--- config.mk ---
export PLATFORM = sky130hd
export DESIGN_NAME = dma_irq_unit
export DESIGN_NICKNAME = d
export VERILOG_FILES = /design/src/rtl/dma_irq_pkg.sv /design/src/rtl/dma_irq_latch.sv /design/src/rtl/dma_irq_regfile.sv /design/src/rtl/dma_irq_merge.sv /design/src/rtl/dma_irq_unit.sv
export SDC_FILE = /design/constraint.sdc
export NUM_CORES = 1
export LEC_CHECK = 0
export BUFFER_PORTS_ARGS = -buffer_cell sky130_fd_sc_hd__buf_2
export CAP_MARGIN = 25
export CORE_MARGIN = 2
export CORE_UTILIZATION = 55
export DETAILED_ROUTE_END_ITERATION = 8
export HOLD_SLACK_MARGIN = 0.03
export PLACE_DENSITY = 0.83
export SLEW_MARGIN = 30
export SYNTH_ARGS = -nofsm -noshare
export SYNTH_HDL_FRONTEND = slang
export SYNTH_HIERARCHICAL = 1
export SYNTH_SLANG_ARGS = --single-unit
--- constraint.sdc ---
create_clock -name clk -period 6.4 [get_ports clk]
set_clock_uncertainty 0.1 [all_clocks]
set_input_delay 0.96 -clock clk [delete_from_list [all_inputs] [get_ports clk]]
set_output_delay 0.96 -clock clk [all_outputs]
set_load 0.01 [all_outputs]
--- src/rtl/dma_irq_pkg.sv ---
package dma_irq_pkg;
   localparam int NCLASS = 4;
   localparam int unsigned OFS_STAT  = 32'h800;
   localparam int unsigned OFS_RAW   = 32'h810;
   localparam int unsigned OFS_BUSY  = 32'h820;
   localparam int unsigned OFS_GPRIO = 32'h824;
   localparam int unsigned OFS_ARB   = 32'h828;
   localparam int unsigned MIN_ADDR_W = 12;
endpackage

--- src/rtl/dma_irq_latch.sv ---
module dma_irq_latch #(
   parameter int NUM_CH = 8
) (
   input  logic              clk,
   input  logic              rst_n,
   input  logic [NUM_CH-1:0] set_i,
   input  logic              clr_en,
   input  logic [NUM_CH-1:0] clr_mask,
   output logic [NUM_CH-1:0] q
);
   logic [NUM_CH-1:0] kill;

   assign kill = clr_en ? clr_mask : '0;

   // set has priority over a same-cycle clear
   always_ff @(posedge clk) begin
      if (!rst_n) q <= '0;
      else        q <= (q & ~kill) | set_i;
   end
endmodule

--- src/rtl/dma_irq_regfile.sv ---
module dma_irq_regfile
   import dma_irq_pkg::*;
#(
   parameter int NUM_CH = 8,
   parameter int DATA_W = 32,
   parameter int ADDR_W = 12
) (
   input  logic                          clk,
   input  logic                          rst_n,
   input  logic                          wr_en,
   input  logic                          rd_en,
   input  logic [ADDR_W-1:0]             addr,
   input  logic [DATA_W-1:0]             wdata,
   input  logic [NCLASS-1:0][NUM_CH-1:0] lat,
   input  logic [NUM_CH-1:0]             busy,
   output logic [NCLASS-1:0]             clr_en,
   output logic [DATA_W-1:0]             prio_q,
   output logic [DATA_W-1:0]             arb_q,
   output logic [DATA_W-1:0]             rdata
);
   localparam logic [ADDR_W-1:0] A_BUSY  = ADDR_W'(OFS_BUSY);
   localparam logic [ADDR_W-1:0] A_GPRIO = ADDR_W'(OFS_GPRIO);
   localparam logic [ADDR_W-1:0] A_ARB   = ADDR_W'(OFS_ARB);

   logic [DATA_W-1:0] rd_nxt;

   genvar gc;
   generate
      for (gc = 0; gc < NCLASS; gc++) begin : g_clr
         assign clr_en[gc] = wr_en && (addr == ADDR_W'(OFS_RAW + 4 * gc));
      end
   endgenerate

   always_ff @(posedge clk) begin
      if (!rst_n) begin
         prio_q <= '0;
         arb_q  <= '0;
      end else if (wr_en) begin
         if (addr == A_GPRIO) prio_q <= wdata;
         if (addr == A_ARB)   arb_q  <= wdata;
      end
   end

   always_comb begin
      rd_nxt = '0;
      for (int c = 0; c < NCLASS; c++) begin
         if (addr == ADDR_W'(OFS_STAT + 4 * c) || addr == ADDR_W'(OFS_RAW + 4 * c))
            rd_nxt[NUM_CH-1:0] = lat[c];
      end
      if (addr == A_BUSY)  rd_nxt[NUM_CH-1:0] = busy;
      if (addr == A_GPRIO) rd_nxt = prio_q;
      if (addr == A_ARB)   rd_nxt = arb_q;
   end

   always_ff @(posedge clk) begin
      if (!rst_n)     rdata <= '0;
      else if (rd_en) rdata <= rd_nxt;
   end
endmodule

--- src/rtl/dma_irq_merge.sv ---
module dma_irq_merge
   import dma_irq_pkg::*;
#(
   parameter int NUM_CH = 8
) (
   input  logic                          clk,
   input  logic                          rst_n,
   input  logic [NCLASS-1:0][NUM_CH-1:0] lat,
   output logic                          irq
);
   always_ff @(posedge clk) begin
      if (!rst_n) irq <= 1'b0;
      else        irq <= |lat;
   end
endmodule

--- src/rtl/dma_irq_unit.sv ---
module dma_irq_unit
   import dma_irq_pkg::*;
#(
   parameter int NUM_CH = 8,
   parameter int DATA_W = 32,
   parameter int ADDR_W = 12
) (
   input  logic              clk,
   input  logic              rst_n,
   input  logic [NUM_CH-1:0] evt_done,
   input  logic [NUM_CH-1:0] evt_src_err,
   input  logic [NUM_CH-1:0] evt_dst_err,
   input  logic [NUM_CH-1:0] evt_cfg_err,
   input  logic [NUM_CH-1:0] ch_busy,
   input  logic              wr_en,
   input  logic              rd_en,
   input  logic [ADDR_W-1:0] addr,
   input  logic [DATA_W-1:0] wdata,
   output logic [DATA_W-1:0] rdata,
   output logic [DATA_W-1:0] grp_prio,
   output logic [DATA_W-1:0] arb_cfg,
   output logic              irq
);
   generate
      if (NUM_CH < 1 || NUM_CH > DATA_W) begin : g_bad_ch
         $error("NUM_CH must lie in 1..DATA_W");
      end
      if (ADDR_W < MIN_ADDR_W) begin : g_bad_addr
         $error("ADDR_W too narrow for the register map");
      end
   endgenerate

   logic [NCLASS-1:0][NUM_CH-1:0] evt_all;
   logic [NCLASS-1:0][NUM_CH-1:0] lat_q;
   logic [NCLASS-1:0]             clr_en;

   assign evt_all = {evt_cfg_err, evt_dst_err, evt_src_err, evt_done};

   genvar gc;
   generate
      for (gc = 0; gc < NCLASS; gc++) begin : g_cls
         dma_irq_latch #(.NUM_CH(NUM_CH)) u_lat (
            .clk      (clk),
            .rst_n    (rst_n),
            .set_i    (evt_all[gc]),
            .clr_en   (clr_en[gc]),
            .clr_mask (wdata[NUM_CH-1:0]),
            .q        (lat_q[gc])
         );
      end
   endgenerate

   dma_irq_regfile #(.NUM_CH(NUM_CH), .DATA_W(DATA_W), .ADDR_W(ADDR_W)) u_regs (
      .clk    (clk),
      .rst_n  (rst_n),
      .wr_en  (wr_en),
      .rd_en  (rd_en),
      .addr   (addr),
      .wdata  (wdata),
      .lat    (lat_q),
      .busy   (ch_busy),
      .clr_en (clr_en),
      .prio_q (grp_prio),
      .arb_q  (arb_cfg),
      .rdata  (rdata)
   );

   dma_irq_merge #(.NUM_CH(NUM_CH)) u_merge (
      .clk   (clk),
      .rst_n (rst_n),
      .lat   (lat_q),
      .irq   (irq)
   );
endmodule

# ---- Word-level counts from Yosys, hierarchy flattened
# Index checks and enable logic that the tools add are counted.
dict set report totals {
  regBits 129
  in_bits 88
  elab_cells 53
}
dict set report classes {
  n_eq_ne 11
  muxes 11
  bitwise 12
  reduce_logical 11
}
# cell count
set ops {}
lappend ops {{12-bit == test, second input constant} 11}
lappend ops {{8-bit two-way mux} 9}
lappend ops {{32-bit two-way mux} 2}
lappend ops {{8-bit AND} 4}
lappend ops {{8-bit inverter} 4}
lappend ops {{8-bit bitwise OR} 4}
lappend ops {{32-bit OR reduction} 1}
lappend ops {{1-bit logical AND} 4}
lappend ops {{1-bit logical OR} 4}
lappend ops {{2-bit AND reduction} 2}

# ---- Depth between registers and ports, before layout
dict set report logic_depth {
  depth_word 9
  mapped_depth 9
  depth_no_buf 5
}

# ---- Modules after synthesis
# The synthesis kept the hierarchy.
# mod n_inst cells_per_inst area_per_inst_um2
set by_module_without_submodules {}
lappend by_module_without_submodules {dma_irq_regfile 1 544 4414.2}
lappend by_module_without_submodules {dma_irq_latch 4 33 285.3}
lappend by_module_without_submodules {dma_irq_merge 1 12 96.3}

# ---- Worst setup path after synthesis
# No wires, ideal clock.
dict set report synth_timing {
  path_type {in2reg}
  start {in addr[7]}
  end {reg g_cls[0].u_lat.q[0]}
  setup_ns 0.125
  arrival_ns 2.515
  t_required_ns 6.175
  path_slack_ns 3.660
  path_stages 6
  cell_sequence {or4_4 -> nor2_1 -> nand3_1 -> nor4_1 -> clkbuf_2 -> a31oi_1}
}
dict set report synth_between {
  elab_chain_len 6
}
# element line
set synth_lines {}
lappend synth_lines {{start: declaration} dma_irq_unit.sv:17} ;# input logic [ADDR_W-1:0] addr,
lappend synth_lines {{12-bit == test} dma_irq_regfile.sv:30} ;# assign clr_en[gc] = wr_en && (addr == ADDR_W'(OFS_RAW + 4 * gc));
lappend synth_lines {{1-bit logical AND} dma_irq_regfile.sv:30}
lappend synth_lines {{via clr_en[0]} dma_irq_unit.sv:35} ;# logic [NCLASS-1:0] clr_en;
lappend synth_lines {{8-bit two-way mux} dma_irq_latch.sv:13} ;# assign kill = clr_en ? clr_mask : '0;
lappend synth_lines {{8-bit inverter} dma_irq_latch.sv:18} ;# else q <= (q & ~kill) | set_i;
lappend synth_lines {{8-bit AND} dma_irq_latch.sv:18}
lappend synth_lines {{8-bit bitwise OR} dma_irq_latch.sv:18}
lappend synth_lines {{end signal: assignment} dma_irq_latch.sv:18}
lappend synth_lines {{end: declaration} dma_irq_latch.sv:9} ;# output logic [NUM_CH-1:0] q
# The timed path passes the listed nets, and every way through them passes these cells.
# A chain may end at the register's enable or synchronous reset.

# ---- Worst setup path in the final report
dict set report layout_timing {
  start {in addr[3]}
  end {reg u_regs.arb_q[12]}
}
dict set report layout_between {
  elab_chain_len 2
}
# element line
set layout_lines {}
lappend layout_lines {{12-bit == test} dma_irq_regfile.sv:40} ;# if (addr == A_ARB) arb_q <= wdata;
lappend layout_lines {{2-bit AND reduction (no source line)} -}
lappend layout_lines {{end signal: assignment} dma_irq_regfile.sv:40}
lappend layout_lines {{end: declaration} dma_irq_regfile.sv:18} ;# output logic [DATA_W-1:0] arb_q,
# Every way passes these cells.

==> flow_metrics.tcl <==
set metrics [dict create \
    port_buffers 184 \
    drc 0 \
    max_freq_mhz 290 \
    seq_area_frac_synth_pct 45.7 \
    status "finished, final reports clean" \
    numCtsBuffers 17 \
    firstDrtPassIters 5 \
    vdd_ir_drop_max_uv 173 \
    post_drt_wl_per_cell_um 18.2 \
    post_cts_buffers 0 \
    avgSynthCellArea_um2 8.21 \
    tightest_slew_ps 841 \
    cts_resized 0 \
    area_growth_pct 26.5 \
    synth_nets 776 \
    worst_ep_required_time_ps 6690 \
    die_x_um 105 \
    globalplace.congestion 1.00 \
    cts_buffer_depth 2 \
    track_usage_pct 32.5 \
    synth_cells 688 \
    relSlewSlack_pct 43.8 \
    grt_pass1_vias 5596 \
    dp_hpwl_um 12500 \
    endpoint_kind "flop" \
    finalMaxSlewViolations 0 \
    start_util_pct 55.7 \
    cts_tree "done" \
    fp.dieH_um 105 \
    die_area_mm2 0.0111 \
    clk_pin_slew_ps 60 \
    coreArea_mm2 0.0101 \
    ys.flop_type "dfxtp_1" \
    vias_per_cell 5.92 \
    worstSkewPairLatency_ps 520 \
    mappedNetlistArea_mm2 0.00565 \
    layout-drive-gt1-share_pct 27.0 \
    ys_ff_latch 129 \
    grt_max_degree 92 \
    finalCoreUtilization_pct 70.5 \
    final_common_cell "buf_2" \
    antenna_found_initial 0 \
    layout_common_cells "buf_2, nand2_1, dfxtp_1" \
    clock_sinks 129 \
    grt-ovfl-total 0 \
    critPathArrivalTime_ps 3750 \
    cap_violations 0 \
    path_class "in -> reg" \
    worst_slack_ps 2950 \
    min_path_type "reg -> reg" \
    yosysWarnings 6 \
    leakagePower_nw 2.98 \
    drt_iter0_markers 491 \
    fin_tns_setup_ps 0 \
    grt_pass1_wl_um 28500 \
    startpoint_type "primary input" \
    rows 37 \
    cts.htree.levels 4 \
    cts_root_buffer "clkbuf_8" \
    worstPathMaxFanout 28 \
    synth_edf_count 0 \
    synth.distinct_cells 34 \
    period_share_pct 54.0 \
    num_vias 5898 \
    async_reset_ff_share_pct 0 \
    power.density_mw_per_mm2 261 \
    pre_cts_slack_ps 2410 \
    wirelength_um 18100 \
    ant_nets 0 \
    hold_viol_final 0 \
    num_io_pins 185 \
    finalSetupViolCount 0 \
    diodes 0 \
    rsz0062_at_grt "no" \
    final_nets 935 \
    layout_min_cycle_time_ps 3450 \
    hold_buffers 0 \
]
## final timing paths
| check | end | cells after the start | slack, ps | from |
|---|---|---|---|---|
| min | u_regs/prio_q[7]$_SDFFE_PN0P_ | 2 | 370 | u_regs/prio_q[7]$_SDFFE_PN0P_ |
| min reg2reg | u_regs/prio_q[7]$_SDFFE_PN0P_ | 2 | 370 | u_regs/prio_q[7]$_SDFFE_PN0P_ |
| max reg2reg | u_regs/rdata[1]$_SDFFE_PN0P_ | 4 | 5010 | g_cls[0].u_lat/q[1]$_SDFF_PN0_ |
| max | u_regs/arb_q[12]$_SDFFE_PN0P_ | 7 | 2950 | addr[3] |
## final cells by class
cell class                      count  area (µm²)
Sequential cell                   129        2580
Clock buffer                       18         418
Timing Repair Buffer              188         951
Fill cell                         809        2990
Multi-Input combinational cell    454        2670
Tap cell                          136         170
Clock inverter                     14         146
Inverter                           57         214
## per-stage QoR
stage	hold WS, ps	instance area [µm²]	total power [mW]	std cells
after floorplan	351	5650	0.895	688
after global placement	356	6570	0.953	964
after detailed placement	359	6570	0.956	964
after CTS	368	7140	1.87	996
after global routing	394	7150	1.92	996
final	368	7150	1.87	996
## flip-flops by register name, summed over array words and instances (netlist names)
signal,flops
u_regs/rdata,32
u_regs/prio_q,32
u_merge/irq,1
g_cls.u_lat/q,32
u_regs/arb_q,32
## synth_stat cells (all sizes together) (8+ instances only)
cell type | n | share of area (%)
nand2 | 145 | 9.6
dfxtp | 129 | 46
a21boi | 64 | 8.5
inv | 57 | 3.8
o21ai | 41 | 3.6
a22oi | 33 | 4.4
a31oi | 32 | 3.5
clkbuf | 32 | 2.2
and2 | 26 | 2.9
o22ai | 24 | 2.7
buf | 16 | 1.6
a21oi | 14 | 1.2
o31ai | 14 | 1.9
nor4 | 11 | 1.4
o21a | 8 | 1.1
## cell families after synthesis
kind of cell,Yosys count,share of synthesized area (%)
flops,129,45.7
compound gates,239,28.1
simple gates,207,17.0
buf+inv,105,7.57
mux,8,1.64
## power breakdown
| group | leakage (nW) | switching [mW] | internal (mW) | total [mW] |
|---|---|---|---|---|
| Sequential | 1.05 | 0.0148 | 0.818 | 0.833 |
| Clock | 0.265 | 0.395 | 0.528 | 0.924 |
| Combinational | 1.67 | 0.0649 | 0.0453 | 0.110 |
## layer usage
| metal | vias to the layer above | global-route usage (%) | part of all wire [%] |
|---|---|---|---|
| li1 | 2725 | - | - |
| met5 | - | 0 | 0 |
| met1 | 2757 | 43.1 | 40 |
| met3 | 35 | 8.29 | 11 |
| met4 | 0 | 13.1 | 2.3 |
| met2 | 381 | 50.7 | 47 |
## critical path, stage by stage
cell and delay [ps]:
buf_2 430, nor2b_1 550, and2_2 650, nand3_1 550, buf_4 390, nand2_1 120
a21boi_1 70
Power figures use the tool's default switching activity.
